## src/rtl/lift_rot_pkg.sv

```systemverilog
package lift_rot_pkg;

  localparam real PI = 3.14159265358979323846;

  function automatic int round_real(real v);
    if (v >= 0.0) return $rtoi(v + 0.5);
    return -$rtoi(-v + 0.5);
  endfunction

  // angle lies beyond a quarter turn: negate sample, rotate by residual
  function automatic bit needs_flip(int k, int n);
    return (4 * k > n) && (4 * k < 3 * n);
  endfunction

  // sine is zero: rotation is +1 or -1
  function automatic bit is_trivial(int k, int n);
    return (k == 0) || (2 * k == n);
  endfunction

  function automatic real residual_angle(int k, int n);
    real th;
    th = -2.0 * PI * real'(k) / real'(n);
    if (needs_flip(k, n)) th = th + PI;
    return th;
  endfunction

  function automatic int lift_coef(int k, int n, int frac);
    real th;
    if (is_trivial(k, n)) return 0;
    th = residual_angle(k, n);
    return round_real(($cos(th) - 1.0) / $sin(th) * (2.0 ** frac));
  endfunction

  function automatic int sine_coef(int k, int n, int frac);
    if (is_trivial(k, n)) return 0;
    return round_real($sin(residual_angle(k, n)) * (2.0 ** frac));
  endfunction

endpackage

```

## src/rtl/lift_rot_coef_rom.sv

```systemverilog
module lift_rot_coef_rom #(
  parameter int N_PTS  = 64,
  parameter int COEF_W = 18,
  parameter int IDX_W  = $clog2(N_PTS)
) (
  input  logic              [IDX_W-1:0]  idx_i,
  output logic signed       [COEF_W-1:0] lift_o,
  output logic signed       [COEF_W-1:0] sine_o,
  output logic                           flip_o,
  output logic                           trivial_o
);
  localparam int FRAC = COEF_W - 2;

  logic signed [COEF_W-1:0] lift_tab [N_PTS];
  logic signed [COEF_W-1:0] sine_tab [N_PTS];
  logic        [N_PTS-1:0]  flip_tab;
  logic        [N_PTS-1:0]  triv_tab;

  for (genvar g = 0; g < N_PTS; g++) begin : g_entry
    localparam int LQ = lift_rot_pkg::lift_coef(g, N_PTS, FRAC);
    localparam int SQ = lift_rot_pkg::sine_coef(g, N_PTS, FRAC);
    assign lift_tab[g] = COEF_W'(LQ);
    assign sine_tab[g] = COEF_W'(SQ);
    assign flip_tab[g] = lift_rot_pkg::needs_flip(g, N_PTS);
    assign triv_tab[g] = lift_rot_pkg::is_trivial(g, N_PTS);
  end

  assign lift_o    = lift_tab[idx_i];
  assign sine_o    = sine_tab[idx_i];
  assign flip_o    = flip_tab[idx_i];
  assign trivial_o = triv_tab[idx_i];
endmodule

```

## src/rtl/lift_rot_shear.sv

```systemverilog
// One lifting step: base + round(coef * lever), coef has CF fraction bits.
module lift_rot_shear #(
  parameter int IW = 18,
  parameter int CW = 18,
  parameter int CF = 16
) (
  input  logic signed [IW-1:0] base_i,
  input  logic signed [IW-1:0] lever_i,
  input  logic signed [CW-1:0] coef_i,
  input  logic                 bypass_i,
  output logic signed [IW-1:0] sum_o
);
  localparam int PW = IW + CW;
  localparam logic signed [PW-1:0] HALF = PW'(1) <<< (CF - 1);

  logic signed [PW-1:0] lever_ext;
  logic signed [PW-1:0] coef_ext;
  logic signed [PW-1:0] prod;

  assign lever_ext = PW'(lever_i);
  assign coef_ext  = PW'(coef_i);
  assign prod      = lever_ext * coef_ext;
  assign sum_o     = bypass_i ? base_i
                              : IW'(PW'(base_i) + ((prod + HALF) >>> CF));
endmodule

```

## src/rtl/lift_rotator.sv

```systemverilog
module lift_rotator #(
  parameter int  DATA_W = 16,
  parameter int  COEF_W = 18,
  parameter int  N_PTS  = 64,
  localparam int IDX_W  = $clog2(N_PTS),
  localparam int OUT_W  = DATA_W + 2
) (
  input  logic                     clk_i,
  input  logic                     rst_ni,
  input  logic                     valid_i,
  input  logic        [IDX_W-1:0]  idx_i,
  input  logic signed [DATA_W-1:0] x_i,
  input  logic signed [DATA_W-1:0] y_i,
  output logic                     valid_o,
  output logic signed [OUT_W-1:0]  x_o,
  output logic signed [OUT_W-1:0]  y_o
);
  localparam int IW    = OUT_W;
  localparam int FRAC  = COEF_W - 2;
  localparam int DEPTH = 3;

  logic signed [COEF_W-1:0] lift_c, sine_c;
  logic                     flip_c, triv_c;

  lift_rot_coef_rom #(.N_PTS(N_PTS), .COEF_W(COEF_W), .IDX_W(IDX_W)) u_rom (
    .idx_i    (idx_i),
    .lift_o   (lift_c),
    .sine_o   (sine_c),
    .flip_o   (flip_c),
    .trivial_o(triv_c)
  );

  // half-turn pre-rotation keeps |lift| <= 1
  logic signed [IW-1:0] x_ext, y_ext, x_in, y_in;
  assign x_ext = IW'(x_i);
  assign y_ext = IW'(y_i);
  assign x_in  = flip_c ? -x_ext : x_ext;
  assign y_in  = flip_c ? -y_ext : y_ext;

  // step 1
  logic signed [IW-1:0] x1_c;
  lift_rot_shear #(.IW(IW), .CW(COEF_W), .CF(FRAC)) u_sh1 (
    .base_i(x_in), .lever_i(y_in), .coef_i(lift_c), .bypass_i(triv_c), .sum_o(x1_c)
  );

  logic signed [IW-1:0]     s1_x1, s1_y;
  logic signed [COEF_W-1:0] s1_lift, s1_sine;
  logic                     s1_triv;

  always_ff @(posedge clk_i or negedge rst_ni) begin
    if (!rst_ni) begin
      s1_x1 <= '0; s1_y <= '0; s1_lift <= '0; s1_sine <= '0; s1_triv <= 1'b0;
    end else begin
      s1_x1 <= x1_c; s1_y <= y_in; s1_lift <= lift_c; s1_sine <= sine_c; s1_triv <= triv_c;
    end
  end

  // step 2
  logic signed [IW-1:0] y1_c;
  lift_rot_shear #(.IW(IW), .CW(COEF_W), .CF(FRAC)) u_sh2 (
    .base_i(s1_y), .lever_i(s1_x1), .coef_i(s1_sine), .bypass_i(s1_triv), .sum_o(y1_c)
  );

  logic signed [IW-1:0]     s2_x1, s2_y1;
  logic signed [COEF_W-1:0] s2_lift;
  logic                     s2_triv;

  always_ff @(posedge clk_i or negedge rst_ni) begin
    if (!rst_ni) begin
      s2_x1 <= '0; s2_y1 <= '0; s2_lift <= '0; s2_triv <= 1'b0;
    end else begin
      s2_x1 <= s1_x1; s2_y1 <= y1_c; s2_lift <= s1_lift; s2_triv <= s1_triv;
    end
  end

  // step 3
  logic signed [IW-1:0] x2_c;
  lift_rot_shear #(.IW(IW), .CW(COEF_W), .CF(FRAC)) u_sh3 (
    .base_i(s2_x1), .lever_i(s2_y1), .coef_i(s2_lift), .bypass_i(s2_triv), .sum_o(x2_c)
  );

  always_ff @(posedge clk_i or negedge rst_ni) begin
    if (!rst_ni) begin
      x_o <= '0; y_o <= '0;
    end else begin
      x_o <= x2_c; y_o <= s2_y1;
    end
  end

  logic [DEPTH-1:0] vld_sr;
  always_ff @(posedge clk_i or negedge rst_ni) begin
    if (!rst_ni) vld_sr <= '0;
    else         vld_sr <= {vld_sr[DEPTH-2:0], valid_i};
  end
  assign valid_o = vld_sr[DEPTH-1];
endmodule

```

## config.mk

```make
export PLATFORM = sky130hd
export DESIGN_NAME = lift_rotator
export DESIGN_NICKNAME = d
export VERILOG_FILES = /design/src/rtl/lift_rot_pkg.sv /design/src/rtl/lift_rot_coef_rom.sv /design/src/rtl/lift_rot_shear.sv /design/src/rtl/lift_rotator.sv
export SDC_FILE = /design/constraint.sdc
export NUM_CORES = 2
export LEC_CHECK = 0
export BUFFER_PORTS_ARGS = -buffer_cell sky130_fd_sc_hd__buf_2
export CAP_MARGIN = 0
export CORE_MARGIN = 2
export CORE_UTILIZATION = 30
export CTS_CLUSTER_SIZE = 40
export DETAILED_ROUTE_END_ITERATION = 16
export SYNTH_ARGS = -nofsm -noshare
export SYNTH_HDL_FRONTEND = slang
export SYNTH_SLANG_ARGS = --single-unit
```

## constraint.sdc

```tcl
create_clock -name clk_i -period 14.95 [get_ports clk_i]
set_input_delay 0.7475 -clock clk_i [delete_from_list [all_inputs] [get_ports clk_i]]
set_output_delay 0.7475 -clock clk_i [all_outputs]
set_load 0.02 [all_outputs]
```

# Yosys cells after proc, flatten, opt, wreduce, memory -nomap -nowiden
# Memories as Yosys holds them, arrays and structs flattened. A register that Yosys moved wholly into a read port is not among the register bits.
# Index checks and enable logic that the tools add are counted.
[word_totals] output_inout_bits=37 register_bits=149 memories=4 inputBits=41 elab_cells=39 mem_bits_ro=2432
[memory_table] name="(no name shown)" words=64 width=18 read_ports=1 rd_ports_with_merged_regs=0 write_ports=0 line="lift_rot_coef_rom.sv:28" rtl="assign lift_o = lift_tab[idx_i];"
[memory_table] name="(no name shown)" words=64 width=18 read_ports=1 rd_ports_with_merged_regs=1 write_ports=0 line="lift_rot_coef_rom.sv:29" rtl="assign sine_o = sine_tab[idx_i];"
[memory_table] name="(no name shown)" words=64 width=1 read_ports=1 rd_ports_with_merged_regs=0 write_ports=0 line="lift_rot_coef_rom.sv:30" rtl="assign flip_o = flip_tab[idx_i];"
[memory_table] name="(no name shown)" words=64 width=1 read_ports=1 rd_ports_with_merged_regs=0 write_ports=0 line="lift_rot_coef_rom.sv:31" rtl="assign trivial_o = triv_tab[idx_i];"
[op_classes] mux=9 bitwise=1 magnitude_cmp=2 addsub=8 n_mul=3 reduce_logical=1
[ops] cell="$mux W18" count=7
[ops] cell="$add A34 B17 Y34 const B" count=3
[ops] cell="$mul A18 B18 Y34" count=3
[ops] cell="$add A18 B18 Y18" count=3
[ops] cell="$neg A16 Y18" count=2
[ops] cell="$ge A7 B7 Y1 const B" count=1
[ops] cell="$lt A6 B7 Y1 const B" count=1
[ops] cell="$not A6 Y7" count=1
[ops] cell="$mux W1" count=2
[ops] cell="$logic_not A1 Y1" count=1

# Longest topological paths before layout
[depth] word_depth=8 mapped_depth=44 mapped_depth_nobuf=41

# Cells and area by module
# From an unflattened synthesis, not the netlist that was laid out.
[unflattened] cells_unflattened=4633 area_unflattened_um2=42917.4
[modules_own_cells] mod="lift_rot_shear at u_sh1" area_each_um2=12243.0 cells_per_inst=1373 seq_area_each_um2=0.0 instances=1
[modules_own_cells] mod="lift_rot_shear at u_sh2" area_each_um2=12157.9 cells_per_inst=1362 seq_area_each_um2=0.0 instances=1
[modules_own_cells] mod="lift_rot_shear at u_sh3" area_each_um2=12079.1 cells_per_inst=1362 seq_area_each_um2=0.0 instances=1
[modules_own_cells] mod="lift_rotator" area_each_um2=4864.7 cells_per_inst=270 seq_area_each_um2=4179.0 instances=1
[modules_own_cells] mod="lift_rot_coef_rom" area_each_um2=1572.8 cells_per_inst=266 seq_area_each_um2=0.0 instances=1

# Worst setup path after synthesis
# No wires, ideal clock.
[synth_path] path_type="input-to-reg" startpoint="input port idx_i[1]" endpoint="register s1_x1[17]" t_arrival_ns=10.418 path_buffers=3 required_ns=14.826 setup_ns=0.124 cell_stages=39 slack_ns=4.407 cell_sequence="buf_1 inv_1 ha_1 or4b_1 nand2_1 clkbuf_1 nor2_1 xnor2_1 inv_1 clkbuf_1 nand2_1 fa_1 fa_1 fa_1 fa_1 inv_1 fa_1 inv_1 [... 3 more ...] a2111o_1 a2111oi_4 o21ai_0 and2_1 o21a_1 nor2_1 ha_1 a211o_1 o211ai_1 a21oi_1 a2111oi_0 o21bai_1 nor3b_1 o41a_1 xnor2_1 or3_1 a21oi_1 xnor2_1"
[synth_via] word_cells_on_any_way=14
[synth_rtl] element="from (decl)" line="lift_rotator.sv:11" rtl="input logic [IDX_W-1:0] idx_i,"
[synth_rtl] element="$mem_v2 Z64 W1"
[synth_rtl] element="$mux W1 (implied by the code)" line="lift_rot_coef_rom.sv:30"
[synth_rtl] element="$mux W18" line="lift_rotator.sv:38" rtl="assign y_in = flip_c ? -y_ext : y_ext;"
[synth_rtl] element="named net u_sh1.lever_i[8]" line="lift_rot_shear.sv:8" rtl="input logic signed [IW-1:0] lever_i,"
[synth_rtl] element="$mul A18 B18 Y34" line="lift_rot_shear.sv:22" rtl="assign prod = lever_ext * coef_ext;"
[synth_rtl] element="$add A34 B17 Y34" line="lift_rot_shear.sv:24" rtl=": IW'(PW'(base_i) + ((prod + HALF) >>> CF));"
[synth_rtl] element="$add A18 B18 Y18" line="lift_rot_shear.sv:24"
[synth_rtl] element="$mux W18" line="lift_rot_shear.sv:23" rtl="assign sum_o = bypass_i ? base_i"
[synth_rtl] element="named net u_sh1.sum_o[17]" line="lift_rot_shear.sv:11" rtl="output logic signed [IW-1:0] sum_o"
[synth_rtl] element="to (signal assigned)" line="lift_rotator.sv:52" rtl="s1_x1 <= '0; s1_y <= '0; s1_lift <= '0; s1_sine <= '0; s1_triv <= 1'b0;"
[synth_rtl] element="to (signal assigned)" line="lift_rotator.sv:54" rtl="s1_x1 <= x1_c; s1_y <= y_in; s1_lift <= lift_c; s1_sine <= sine_c; s1_triv <= triv_c;"
[synth_rtl] element="to (decl)" line="lift_rotator.sv:46" rtl="logic signed [IW-1:0] s1_x1, s1_y;"
# The timed path passes the listed nets, and every way through them passes these cells. The select of a mux whose other input is x is not followed.

# Worst setup path in the final report
[layout_path] startpoint="input port idx_i[1]" endpoint="register s1_x1[17]"
[layout_via] elab_chain_cells=8 word_cells_on_any_way=14
[layout_rtl] element="$not A6 Y7 (implied by the code)" line="lift_rot_coef_rom.sv:28"
[layout_rtl] element="$mem_v2 Z64 W18"
[layout_rtl] element="$mux W18 (implied by the code) (2 in a row)" line="lift_rot_coef_rom.sv:28"
[layout_rtl] element="$mul A18 B18 Y34" line="lift_rot_shear.sv:22"
[layout_rtl] element="$add A34 B17 Y34" line="lift_rot_shear.sv:24"
[layout_rtl] element="$add A18 B18 Y18" line="lift_rot_shear.sv:24"
[layout_rtl] element="$mux W18 (*)" line="lift_rot_shear.sv:23"
[layout_rtl] element="named net u_sh1.sum_o[17]" line="lift_rot_shear.sv:11"
# The timed path passes the listed nets; every way through them passes the cells marked *. The select of a mux whose other input is x is not followed.

==> flow_summary_export.csv <==
group,metric,value,unit
timing,setup_viol,0,
critical_path,crit_path_frequent_cell,"fa_1",
global_route,grt_pass1_wl,182000,µm
clock_network,cts_tree,"built",
flow_run,maxCapViolations,0,
clock_network,cts_hold_buffers,0,
detailed_routing,drtIter0Drc,2061,
clock_network,clock_latency,0.52,ns
timing,final_max_slew_viol_count,0,
detailed_routing,via_per_inst,4.72,
timing,slew-limit-headroom,23.1,%
critical_path,crit_start,"idx_i[1]",
timing,setup-tns-final,0,ns
floorplan,die_x,377,µm
global_route,grt_max_degree,66,
timing,fin_crit,11.74,ns
critical_path,slowest_delay,0.59,ns
yosys,synth-async-reset-ratio,100,%
critical_path,critical_path_buf_inv_count,6,
placement,placed_cells,6283,
detailed_routing,dr.pass1.iters,5,
clock_network,cts_buffer_depth,2,
yosys,synthTopCellsByArea,"fa_1 46%, dfrtp_1 10%, ha_1 9.4%",
floorplan,placementRows,136,
yosys,postSynthAreaPerCell,9.19,µm²
floorplan,die_area,142000,µm²
critical_path,critical_path_class,"in -> reg",
critical_path,endpoint,"s1_x1[17]",
timing,fin_ws,3.21,ns
detailed_routing,post_drt_wl_per_cell,17.6,µm
clock_network,post_cts_resized,0,
timing,hold_viol,0,
yosys,ys_ff_latch,167,
yosys,synth_top_area_share,45.5,%
finish,post_layout_nonfiller_instances,6319,
placement,post-dp-hpwl,88900,µm
clock_network,htree_levels,4,
floorplan,ios,78,
floorplan,core,138000,µm²
timing,whs,0.194,ns
global_route,antenna_found_initial,8,
placement,place.gp.congestion,0.889,
finish,syn2layout_area_growth,7.45,%
yosys,synth_common_cells,"994 x inv_1, 948 x fa_1, 715 x nand2_1",
clock_network,post-cts-setup-buffers,0,
yosys,syn_area,41700,µm²
detailed_routing,remaining_drc_errors,0,
floorplan,initial_core_util,30.3,%
yosys,yosysMostFrequentCell,"inv_1",
yosys,synthDistinctLibCells,72,
clock_network,cts_buffers,17,
timing,fin_crit_sh,78.6,%
yosys,synth_edf_count,0,
hold_path,hp-class,"in -> async",
critical_path,cp_top_family,"adder cells",
critical_path,r2r-end,"x_o[16]",
placement,place_ws,2.81,ns
detailed_routing,routed_wl,112000,µm
critical_path,reg2reg_slack,5.39,ns
critical_path,cp_max_fo,21,
detailed_routing,vias,29855,
global_route,grt_pass1_vias,32099,
detailed_routing,ant_nets,0,
critical_path,required,15.39,ns
timing,rsz0062_at_grt,"false",
yosys,syn_inst,4538,
critical_path,arrival,12.18,ns
yosys,yosys_warnings,0,
yosys,yosysTopAreaCell,"fa_1",
finish,nNetsFinal,5810,
critical_path,worstSetupEndpointType,"flop",
run_status,status,"complete, no violations",
global_route,grt_overflow,0,
critical_path,rr_worst_depth,33,
critical_path,critPathSlowestCell,"nand2_1",
critical_path,r2r-start,"s2_lift[8]",
finish,drive_above_1_share,4.67,%
clock_network,clock-root-buffer,"clkbuf_16",
timing,fmax,0.0852,GHz
yosys,ys_seq_area_share,10.0,%
timing,clock_skew,0.0246,ns
clock_network,numClockSinks,167,
placement,port_buffers,77,
yosys,syn_nets,5840,
critical_path,worstSetupStartpointType,"input pin",
global_route,grt_use_total,16.5,%
timing,worstMarginPinSlew,1.15,ns
floorplan,fp.dieH,377,µm
clock_network,path_clk_slew,0.09,ns
yosys,ys.flop_type,"dfrtp_1",
critical_path,path_depth,37,
==> routing by layer <==
metal	part of all wire, %	track usage, %
met2	46	26.0
met5	0.018	0
met1	44	23.0
met3	7.0	2.98
met4	3.4	5.43
==> sequential cells by signal, summed over array words and instances, names as in the netlist <==
signal,count
s1_y,18
s1_triv,1
y_o,18
s1_sine,18
s1_x1,18
s1_lift,18
x_o,18
s2_triv,1
s2_x1,18
s2_lift,18
s2_y1,18
vld_sr,3
==> layout by cell type (no fill, tap or decap), types with 12 or more instances in the layout <==
cell	Yosys	final
clkbuf_16	0	17
o21ai_0	113	113
buf_4	0	72
buf_2	2	76
nor3_1	33	32
ha_1	313	313
nor2b_1	20	20
nand3_1	30	30
a21o_1	29	29
xor2_1	54	54
inv_1	994	994
a31oi_1	14	13
and2_1	240	240
a21oi_1	93	91
o21bai_1	13	13
o211ai_1	12	12
nand2b_1	47	47
xnor2_1	107	106
fa_1	948	948
nand2_1	715	715
o21a_1	30	30
nor2_1	205	205
dfrtp_1	167	167
==> logic make-up (layout without fill, tap and decap cells) <==
logic type / Yosys count / count (layout) / share of synthesized area, %
fa+ha+maj: 1261 / 1261 / 54.9
simple gates: 1348 / 1348 / 14.6
compound gates: 389 / 389 / 5.93
xor+xnor: 161 / 161 / 3.38
flops: 167 / 167 / 10.0
buf+inv: 1201 / 1183 / 10.8
other cells: 0 / 5 / 0
mux: 11 / 11 / 0.318
==> area by class of cell <==
| type | count | area, µm² |
|---|---|---|
| Inverter | 1003 | 3760 |
| Timing Repair Buffer | 149 | 935 |
| Fill cell | 14249 | 92900 |
| Antenna cell | 5 | 12.5 |
| Tap cell | 1794 | 2240 |
| Clock inverter | 13 | 189 |
| Clock buffer | 18 | 439 |
| Sequential cell | 167 | 4180 |
| Multi-Input combinational cell | 3170 | 33000 |
==> worst min-delay path by stage <==
stage                     from         end  cells past startpoint
CTS                     rst_ni      y_o[2]                      1
detailed placement  s1_lift[4]  s2_lift[4]                      0
global route            rst_ni      y_o[2]                      1
global placement     vld_sr[1]   vld_sr[2]                      0
floorplan           s1_lift[0]  s2_lift[0]                      0
finish                  rst_ni      y_o[2]                      1
==> metrics by stage <==
step / util (%) / cell area [µm²]
finish: 32.5 / 44800
CTS: 32.5 / 44800
global route: 32.5 / 44800
detailed placement: 32.1 / 44200
floorplan: - / 41700
global placement: 32.1 / 44200
Power is left out: the tool's default activity adds up to more than one toggle a clock period on the data nets, which glitch-free logic cannot reach.
